$ cat src/rtl/pkt_txn_pkg.sv
package pkt_txn_pkg;
  localparam logic [7:0] OP_WRITE  = 8'h00;
  localparam logic [7:0] RESP_MARK = 8'h80;

  typedef enum logic [2:0] {
    ST_HDR,
    ST_PAY,
    ST_WAIT,
    ST_DRAIN,
    ST_RESP
  } eng_state_t;
endpackage

$ cat src/rtl/pkt_hdr_capture.sv
module pkt_hdr_capture #(
  parameter int ADDR_W = 32,
  parameter int SIZE_W = 16
) (
  input  logic              clk,
  input  logic              rst_n,
  input  logic              take,
  input  logic              restart,
  input  logic              clr,
  input  logic [7:0]        data,
  output logic [7:0]        cmd_o,
  output logic [7:0]        cmd_now_o,
  output logic [SIZE_W-1:0] size_o,
  output logic [ADDR_W-1:0] addr_o,
  output logic              last_o
);
  localparam int SIZE_B  = SIZE_W / 8;
  localparam int ADDR_B  = ADDR_W / 8;
  localparam int SIZE_LO = 2;
  localparam int ADDR_LO = SIZE_LO + SIZE_B;
  localparam int HDR_B   = ADDR_LO + ADDR_B;
  localparam int IDX_W   = $clog2(HDR_B + 1);

  logic [IDX_W-1:0]  idx_q;
  logic [IDX_W-1:0]  eff_idx;
  logic [7:0]        cmd_q;
  logic [SIZE_W-1:0] size_q;
  logic [ADDR_W-1:0] addr_q;

  // a start-of-packet marker always re-aligns the header to byte 0
  assign eff_idx   = restart ? '0 : idx_q;
  assign last_o    = take && (int'(eff_idx) == HDR_B - 1);
  assign cmd_now_o = (eff_idx == '0) ? data : cmd_q;
  assign cmd_o     = cmd_q;
  assign size_o    = size_q;
  assign addr_o    = addr_q;

  always_ff @(posedge clk) begin
    if (!rst_n) begin
      idx_q  <= '0;
      cmd_q  <= '0;
      size_q <= '0;
      addr_q <= '0;
    end else if (take) begin
      if (clr || last_o) idx_q <= '0;
      else               idx_q <= eff_idx + 1'b1;
      if (eff_idx == '0) cmd_q <= data;
      if (int'(eff_idx) >= SIZE_LO && int'(eff_idx) < ADDR_LO)
        size_q <= {size_q[SIZE_W-9:0], data};
      if (int'(eff_idx) >= ADDR_LO && int'(eff_idx) < HDR_B)
        addr_q <= {addr_q[ADDR_W-9:0], data};
    end
  end

  assert_idx_bounded_R1: assert property (@(posedge clk) disable iff (!rst_n)
    int'(idx_q) < HDR_B);
  assert_restart_to_one_R10: assert property (@(posedge clk) disable iff (!rst_n)
    (take && restart && !clr) |=> (idx_q == IDX_W'(1)));
endmodule

$ cat src/rtl/pkt_bus_writer.sv
module pkt_bus_writer #(
  parameter int ADDR_W = 32,
  parameter int DATA_W = 32
) (
  input  logic                clk,
  input  logic                rst_n,
  input  logic                start,
  input  logic [7:0]          byte_i,
  input  logic [ADDR_W-1:0]   addr_i,
  output logic [ADDR_W-1:0]   bus_address,
  output logic                bus_write,
  output logic [DATA_W/8-1:0] bus_byteenable,
  output logic [DATA_W-1:0]   bus_writedata,
  input  logic                bus_waitrequest,
  output logic                done_o
);
  localparam int LANES  = DATA_W / 8;
  localparam int LANE_W = (LANES > 1) ? $clog2(LANES) : 1;

  logic              wr_q;
  logic [7:0]        byte_q;
  logic [ADDR_W-1:0] addr_q;

  always_ff @(posedge clk) begin
    if (!rst_n) begin
      wr_q   <= 1'b0;
      byte_q <= '0;
      addr_q <= '0;
    end else if (start) begin
      wr_q   <= 1'b1;
      byte_q <= byte_i;
      addr_q <= addr_i;
    end else if (wr_q && !bus_waitrequest) begin
      wr_q <= 1'b0;
    end
  end

  assign bus_write     = wr_q;
  assign done_o        = wr_q && !bus_waitrequest;
  assign bus_writedata = {LANES{byte_q}};

  generate
    if (LANES > 1) begin : g_multi_lane
      logic [LANE_W-1:0] lane;
      assign lane           = addr_q[LANE_W-1:0];
      assign bus_address    = {addr_q[ADDR_W-1:LANE_W], {LANE_W{1'b0}}};
      assign bus_byteenable = wr_q ? (LANES'(1) << lane) : '0;
    end else begin : g_single_lane
      assign bus_address    = addr_q;
      assign bus_byteenable = wr_q;
    end
  endgenerate

  assert_hold_under_stall_R4: assert property (@(posedge clk) disable iff (!rst_n)
    (bus_write && bus_waitrequest) |=> (bus_write && $stable(bus_address) &&
      $stable(bus_writedata) && $stable(bus_byteenable)));
  assert_single_lane_R3: assert property (@(posedge clk) disable iff (!rst_n)
    bus_write |-> ($countones(bus_byteenable) == 1));
  assert_no_overlap_R4: assert property (@(posedge clk) disable iff (!rst_n)
    start |-> !wr_q);
endmodule

$ cat src/rtl/pkt_resp_gen.sv
module pkt_resp_gen #(
  parameter int SIZE_W = 16
) (
  input  logic              clk,
  input  logic              rst_n,
  input  logic              start,
  input  logic [7:0]        cmd,
  input  logic [SIZE_W-1:0] count,
  input  logic              out_ready,
  output logic              out_valid,
  output logic [7:0]        out_data,
  output logic              out_sop,
  output logic              out_eop,
  output logic              done_o
);
  import pkt_txn_pkg::*;

  localparam int RESP_B = 2 + SIZE_W / 8;
  localparam int RESP_W = RESP_B * 8;
  localparam int IDX_W  = $clog2(RESP_B);

  logic              valid_q;
  logic [IDX_W-1:0]  idx_q;
  logic [RESP_W-1:0] buf_q;
  logic              take;

  assign take      = valid_q && out_ready;
  assign out_valid = valid_q;
  assign out_data  = buf_q[RESP_W-1 -: 8];
  assign out_sop   = valid_q && (idx_q == '0);
  assign out_eop   = valid_q && (int'(idx_q) == RESP_B - 1);
  assign done_o    = take && out_eop;

  always_ff @(posedge clk) begin
    if (!rst_n) begin
      valid_q <= 1'b0;
      idx_q   <= '0;
      buf_q   <= '0;
    end else if (start) begin
      valid_q <= 1'b1;
      idx_q   <= '0;
      buf_q   <= {cmd | RESP_MARK, 8'h00, count};
    end else if (take) begin
      buf_q <= {buf_q[RESP_W-9:0], 8'h00};
      if (out_eop) begin
        valid_q <= 1'b0;
        idx_q   <= '0;
      end else begin
        idx_q <= idx_q + 1'b1;
      end
    end
  end

  assert_hold_backpressure_R9: assert property (@(posedge clk) disable iff (!rst_n)
    (out_valid && !out_ready) |=> (out_valid && $stable(out_data) &&
      $stable(out_sop) && $stable(out_eop)));
  assert_start_when_idle_R5: assert property (@(posedge clk) disable iff (!rst_n)
    start |-> !valid_q);
endmodule

$ cat src/rtl/pkt_txn_engine.sv
module pkt_txn_engine #(
  parameter int ADDR_W = 32,
  parameter int DATA_W = 32,
  parameter int SIZE_W = 16
) (
  input  logic                clk,
  input  logic                rst_n,
  input  logic                in_valid,
  output logic                in_ready,
  input  logic [7:0]          in_data,
  input  logic                in_sop,
  input  logic                in_eop,
  output logic                out_valid,
  input  logic                out_ready,
  output logic [7:0]          out_data,
  output logic                out_sop,
  output logic                out_eop,
  output logic [ADDR_W-1:0]   bus_address,
  output logic                bus_write,
  output logic [DATA_W/8-1:0] bus_byteenable,
  output logic [DATA_W-1:0]   bus_writedata,
  input  logic                bus_waitrequest
);
  import pkt_txn_pkg::*;

  eng_state_t        st_q, st_d;
  logic [SIZE_W-1:0] cnt_q, cnt_d;
  logic              eop_q, eop_d;
  logic              acc;
  logic              hdr_take, hdr_last;
  logic [7:0]        cmd_q, cmd_now;
  logic [SIZE_W-1:0] size_q;
  logic [ADDR_W-1:0] base_q;
  logic              wr_start, wr_done;
  logic              resp_start, resp_done;
  logic [7:0]        resp_cmd;
  logic [SIZE_W-1:0] resp_cnt;
  logic [SIZE_W-1:0] cnt_inc;

  assign in_ready = (st_q == ST_HDR) || (st_q == ST_PAY) || (st_q == ST_DRAIN);
  assign acc      = in_valid && in_ready;
  assign hdr_take = acc && (st_q == ST_HDR);
  assign wr_start = acc && (st_q == ST_PAY);
  assign cnt_inc  = cnt_q + 1'b1;

  pkt_hdr_capture #(.ADDR_W(ADDR_W), .SIZE_W(SIZE_W)) hdr_i (
    .clk      (clk),
    .rst_n    (rst_n),
    .take     (hdr_take),
    .restart  (in_sop),
    .clr      (in_eop),
    .data     (in_data),
    .cmd_o    (cmd_q),
    .cmd_now_o(cmd_now),
    .size_o   (size_q),
    .addr_o   (base_q),
    .last_o   (hdr_last)
  );

  pkt_bus_writer #(.ADDR_W(ADDR_W), .DATA_W(DATA_W)) wr_i (
    .clk            (clk),
    .rst_n          (rst_n),
    .start          (wr_start),
    .byte_i         (in_data),
    .addr_i         (base_q + ADDR_W'(cnt_q)),
    .bus_address    (bus_address),
    .bus_write      (bus_write),
    .bus_byteenable (bus_byteenable),
    .bus_writedata  (bus_writedata),
    .bus_waitrequest(bus_waitrequest),
    .done_o         (wr_done)
  );

  pkt_resp_gen #(.SIZE_W(SIZE_W)) resp_i (
    .clk      (clk),
    .rst_n    (rst_n),
    .start    (resp_start),
    .cmd      (resp_cmd),
    .count    (resp_cnt),
    .out_ready(out_ready),
    .out_valid(out_valid),
    .out_data (out_data),
    .out_sop  (out_sop),
    .out_eop  (out_eop),
    .done_o   (resp_done)
  );

  always_comb begin
    st_d       = st_q;
    cnt_d      = cnt_q;
    eop_d      = eop_q;
    resp_start = 1'b0;
    resp_cmd   = cmd_q;
    resp_cnt   = cnt_q;
    unique case (st_q)
      ST_HDR: begin
        if (hdr_take) begin
          if (in_eop) begin
            // packet closed inside the header: nothing written
            resp_start = 1'b1;
            resp_cmd   = cmd_now;
            resp_cnt   = '0;
            st_d       = ST_RESP;
          end else if (hdr_last) begin
            st_d = (cmd_now == OP_WRITE && size_q != '0) ? ST_PAY : ST_DRAIN;
          end
        end
      end
      ST_PAY: begin
        if (acc) begin
          eop_d = in_eop;
          st_d  = ST_WAIT;
        end
      end
      ST_WAIT: begin
        if (wr_done) begin
          cnt_d = cnt_inc;
          if (eop_q) begin
            resp_start = 1'b1;
            resp_cnt   = cnt_inc;
            st_d       = ST_RESP;
          end else if (cnt_inc == size_q) begin
            st_d = ST_DRAIN;
          end else begin
            st_d = ST_PAY;
          end
        end
      end
      ST_DRAIN: begin
        if (acc && in_eop) begin
          resp_start = 1'b1;
          st_d       = ST_RESP;
        end
      end
      ST_RESP: begin
        if (resp_done) begin
          cnt_d = '0;
          st_d  = ST_HDR;
        end
      end
      default: st_d = ST_HDR;
    endcase
  end

  always_ff @(posedge clk) begin
    if (!rst_n) begin
      st_q  <= ST_HDR;
      cnt_q <= '0;
      eop_q <= 1'b0;
    end else begin
      st_q  <= st_d;
      cnt_q <= cnt_d;
      eop_q <= eop_d;
    end
  end

  assert_count_below_size_R7: assert property (@(posedge clk) disable iff (!rst_n)
    (st_q == ST_PAY || st_q == ST_WAIT) |-> (cnt_q < size_q));
  assert_no_bus_while_drain_R8: assert property (@(posedge clk) disable iff (!rst_n)
    (st_q == ST_DRAIN) |-> !bus_write);
  assert_input_closed_in_resp_R9: assert property (@(posedge clk) disable iff (!rst_n)
    out_valid |-> !in_ready);
  assert_input_closed_in_write_R4: assert property (@(posedge clk) disable iff (!rst_n)
    bus_write |-> !in_ready);
  assert_write_needs_opcode_R2: assert property (@(posedge clk) disable iff (!rst_n)
    $rose(bus_write) |-> (cmd_q == OP_WRITE));
endmodule

$ cat config.mk
export PLATFORM = sky130hd
export DESIGN_NAME = pkt_txn_engine
export DESIGN_NICKNAME = d
export VERILOG_FILES = /design/src/rtl/pkt_txn_pkg.sv /design/src/rtl/pkt_hdr_capture.sv /design/src/rtl/pkt_bus_writer.sv /design/src/rtl/pkt_resp_gen.sv /design/src/rtl/pkt_txn_engine.sv
export SDC_FILE = /design/constraint.sdc
export NUM_CORES = 1
export LEC_CHECK = 0
export CAP_MARGIN = 25
export CORE_ASPECT_RATIO = 0.6
export CORE_MARGIN = 2
export CORE_UTILIZATION = 35
export CTS_CLUSTER_SIZE = 10
export DETAILED_ROUTE_END_ITERATION = 8
export GPL_ROUTABILITY_DRIVEN = 1
export PLACE_DENSITY = 0.61
export SLEW_MARGIN = 5
export SYNTH_ARGS = -nofsm -noshare
export SYNTH_HDL_FRONTEND = slang
export SYNTH_SLANG_ARGS = --single-unit
$ cat constraint.sdc
create_clock -name clk -period 2.4 [get_ports clk]
set_input_delay 0.24 -clock clk [delete_from_list [all_inputs] [get_ports clk]]
set_output_delay 0.24 -clock clk [all_outputs]
set_load 0.1 [all_outputs]
==> metrics.csv <==
stage,metric,value,unit
final_layout,Nets,1238,
die,Die Height,126,um
die,Initial Util,35.9,%
synthesis,"top cells by count, synth","244 x nand2_1, 156 x dfxtp_1, 97 x a21oi_1",
setup_path,crit path DAT,2780,ps
grt,vias in the first global route,7128,
hold_path,hold depth,3,
clock_tree,CTS sink cnt,156,
setup_path,Worst Path Required,2720,ps
clock_tree,Clock Latency Late Sink,440,ps
clock_tree,buffer levels on the longest clock path,2,
setup_path,Worst R2R Setup Slack,-60,ps
synthesis,Synth Flop Type,dfxtp_1,
synthesis,Synth Instances,1127,
route,final wirelength,26.6,mm
route,Iter 0 DRT Violations,805,
die,core area,24300,sq um
grt,gr usage total,20.1,%
setup_path,Crit Path Category,reg -> reg,
synthesis,"count leader, synth",nand2_1,
die,width of the die,208,um
power_and_ir_drop,maximum vdd ir drop,0.000416,V
outcome,status,"finished, violations left",
grt,largest net degree at the start of global routing,55,
outcome,failing checks,setup timing,
sta,final hold vios,0,
final_layout,# fillers,2464,
sta,worst setup margin,-64.3,ps
grt,first-pass GRT wire length,41.2,mm
power_and_ir_drop,Internal Power,4580,uW
flow_run,max-cap violations,0,
route,Initial DRT Pass Iterations,5,
power_and_ir_drop,P per Cell Area,644,nW/um^2
route,ANT nets after route,0,
synthesis,Synth Cell Area,8730,sq um
synthesis,"Seq/Total Area, Yosys",35.8,%
clock_tree,"Clk pin slew, worst setup/hold paths",70,ps
synthesis,Yosys warnings,0,
sta,post-route setup TNS,-229,ps
synthesis,post-synth top area share,35.8,%
setup_path,CP Capture Type,flop,
die,die area,26300,sq um
power_and_ir_drop,Clock power frac,40.7,%
power_and_ir_drop,switching pwr,2190,uW
place,IO Port Bufs,93,
place,DP HPWL,19.6,mm
sta,Worst Skew,16.9,ps
synthesis,"top cells by area, synth","dfxtp_1 36%, nand2_1 10%, buf_4 5.6%",
synthesis,register bit total from synthesis,156,
setup_path,Worst setup SP type,flop,
sta,fmax,406,MHz
die,Top Ports,96,
hold_path,Worst Hold Path EP,hdr_i.cmd_o[7]$_SDFFE_PN0P_,
synthesis,Post-Syn Area per Cell,7.74,sq um
power_and_ir_drop,combinational power share,18.7,%
place,GPL Wtd Cong,0.906,
hold_path,Hold Startpoint,rst_n,
power_and_ir_drop,P_leak,0.00414,uW
grt,initial antenna violation count,0,
clock_tree,root buffer cell,clkbuf_16,
setup_path,worst reg2reg path depth,10,
synthesis,library cells used by synthesis,69,
route,Post-route DRC,0,
synthesis,Async SR Flop Fraction,0,%
final_layout,Layout Area Growth over Synthesis,20.5,%
place,Placed Area,9880,sq um
sta,"Min Clock Period, post-route",2460,ps
final_layout,design area,10500,sq um
final_layout,Antenna diodes,0,
grt,grt ovf,0,
route,via count,8111,
synthesis,largest area contributor in the synthesized netlist,dfxtp_1,
power_and_ir_drop,sequential power share,40.7,%
setup_path,RR Endpoint,wr_i.addr_q[28]$_SDFFE_PN0P_,
setup_path,CP Max Fanout,8,
sta,fin crit share,103,%
route,drt via density,5.28,
final_layout,layout cells sized above 1,20.4,%
die,# rows,44,
sta,Final Max Tran Viols,0,
sta,final setup vio count,8,
hold_path,Hold Path Class,in -> reg,
clock_tree,htree depth,4,
route,WL per Instance,17.3,um
clock_tree,TritonCTS clock tree,done,
synthesis,"EDFF count, synth",0,
clock_tree,clock buffer count from CTS,17,
sta,RSZ-0062 raised after global routing,yes,
power_and_ir_drop,Sw Share,32.4,%
setup_path,Reg2Reg Launch Point,cnt_q[0]$_SDFFE_PN0P_,
[layer usage]
metal	up-vias	share of wire [%]	global-route usage, %	wire [um]
li1	3939	-	-	-
met2	324	38	25.9	9960
met1	3831	52	32.0	13900
met4	0	0.75	4.01	198
met3	17	9.6	5.84	2540
met5	-	0	0	0
[worst max-delay path by stage]
stage	start	endpoint	slack, ps	depth (start not counted)
after floorplan	cnt_q[0]$_SDFFE_PN0P_	wr_i.addr_q[30]$_SDFFE_PN0P_	-160	9
after global placement	in_sop	st_q[1]$_SDFFE_PN0P_	-200	10
after detailed placement	in_sop	st_q[1]$_SDFFE_PN0P_	-250	10
after CTS	cnt_q[0]$_SDFFE_PN0P_	wr_i.addr_q[28]$_SDFFE_PN0P_	-70	10
after global routing	cnt_q[0]$_SDFFE_PN0P_	wr_i.addr_q[28]$_SDFFE_PN0P_	-160	10
final	cnt_q[0]$_SDFFE_PN0P_	wr_i.addr_q[28]$_SDFFE_PN0P_	-60	10
[cell usage in the layout (no fill, tap or decap), types with 27 or more instances in the layout]
master and count:
buf_4 169, o21ai_0 54, a21boi_0 48, and3_1 27
nand3_1 48, a21oi_1 95, dfxtp_1 152, nand2_1 244
nor2_1 62, xnor2_1 47
[power groups by stage]
stage	Sequential (uW)	Combinational, uW	Clock [uW]
2_1_floorplan	2840	940	0
3_3_place_gp	2810	1250	0
3_5_place_dp	2810	1260	0
4_1_cts	2750	1260	2800
5_1_grt	2760	1330	2890
6_report	2750	1270	2750
[through the flow]
stage | instances | setup WS (ps) | hold WS, ps | power (uW) | util (%)
floorplan | 1128 | -163 | 376 | 3780 | -
global placement | 1502 | -199 | 444 | 4060 | 40.6
detailed placement | 1502 | -247 | 448 | 4060 | 40.6
CTS | 1535 | -70.4 | 320 | 6810 | 43.1
global route | 1536 | -159 | 320 | 6990 | 43.2
finish | 1536 | -64.3 | 304 | 6770 | 43.2
[registers in the layout (all words and copies together), names as in the netlist]
register / count
hdr_i.addr_o: 32
resp_i.buf_q: 32
wr_i.addr_q: 32
cnt_q: 16
hdr_i.size_o: 16
hdr_i.cmd_o: 8
wr_i.byte_q: 8
hdr_i.idx_q: 4
st_q: 3
resp_i.idx_q: 2
eop_q: 1
resp_i.out_valid: 1
wr_i.bus_write: 1
[final cells by class]
class / instances / area (sq um) / area share (%)
multi-input combinational: 828 / 4850 / 46.1
sequential: 156 / 3130 / 29.8
clock inverter: 12 / 125 / 1.19
timing repair buffer: 188 / 1500 / 14.3
clock buffer: 20 / 468 / 4.45
inverter: 10 / 37.5 / 0.357
tap: 322 / 403 / 3.83
[logic make-up after synthesis]
logic type               after synthesis  synth area share [%]
multiplexers                          19                  2.19
adder cells (fa/ha/maj)               22                  3.24
XOR/XNOR                              56                  5.62
flip-flops                           156                  35.8
AO/OA/AOI/OAI                        253                  18.3
other                                  1                0.0430
buffers and inverters                144                  9.69
AND/OR/NAND/NOR                      476                  25.2
[worst max-delay path, cell delays in order (launching register included)]
cell and delay [ps]:
dfxtp_4 360, ha_4 160, fa_2 330, a21o_1 210
a221oi_4 280, o211ai_2 140, a2111oi_4 370, buf_12 190
nor3b_2 50, xnor2_1 160, a21oi_1 100
[repair_timing]
item                                    in CTS  in global routing
gates resized for setup                      0                 10
setup buffers                                1                  2
endpoints found under the setup margin       9                 16
pin swaps                                    2                  8
hold buffers                                 0                  0
No activity file was read; power rests on OpenSTA's default activity.
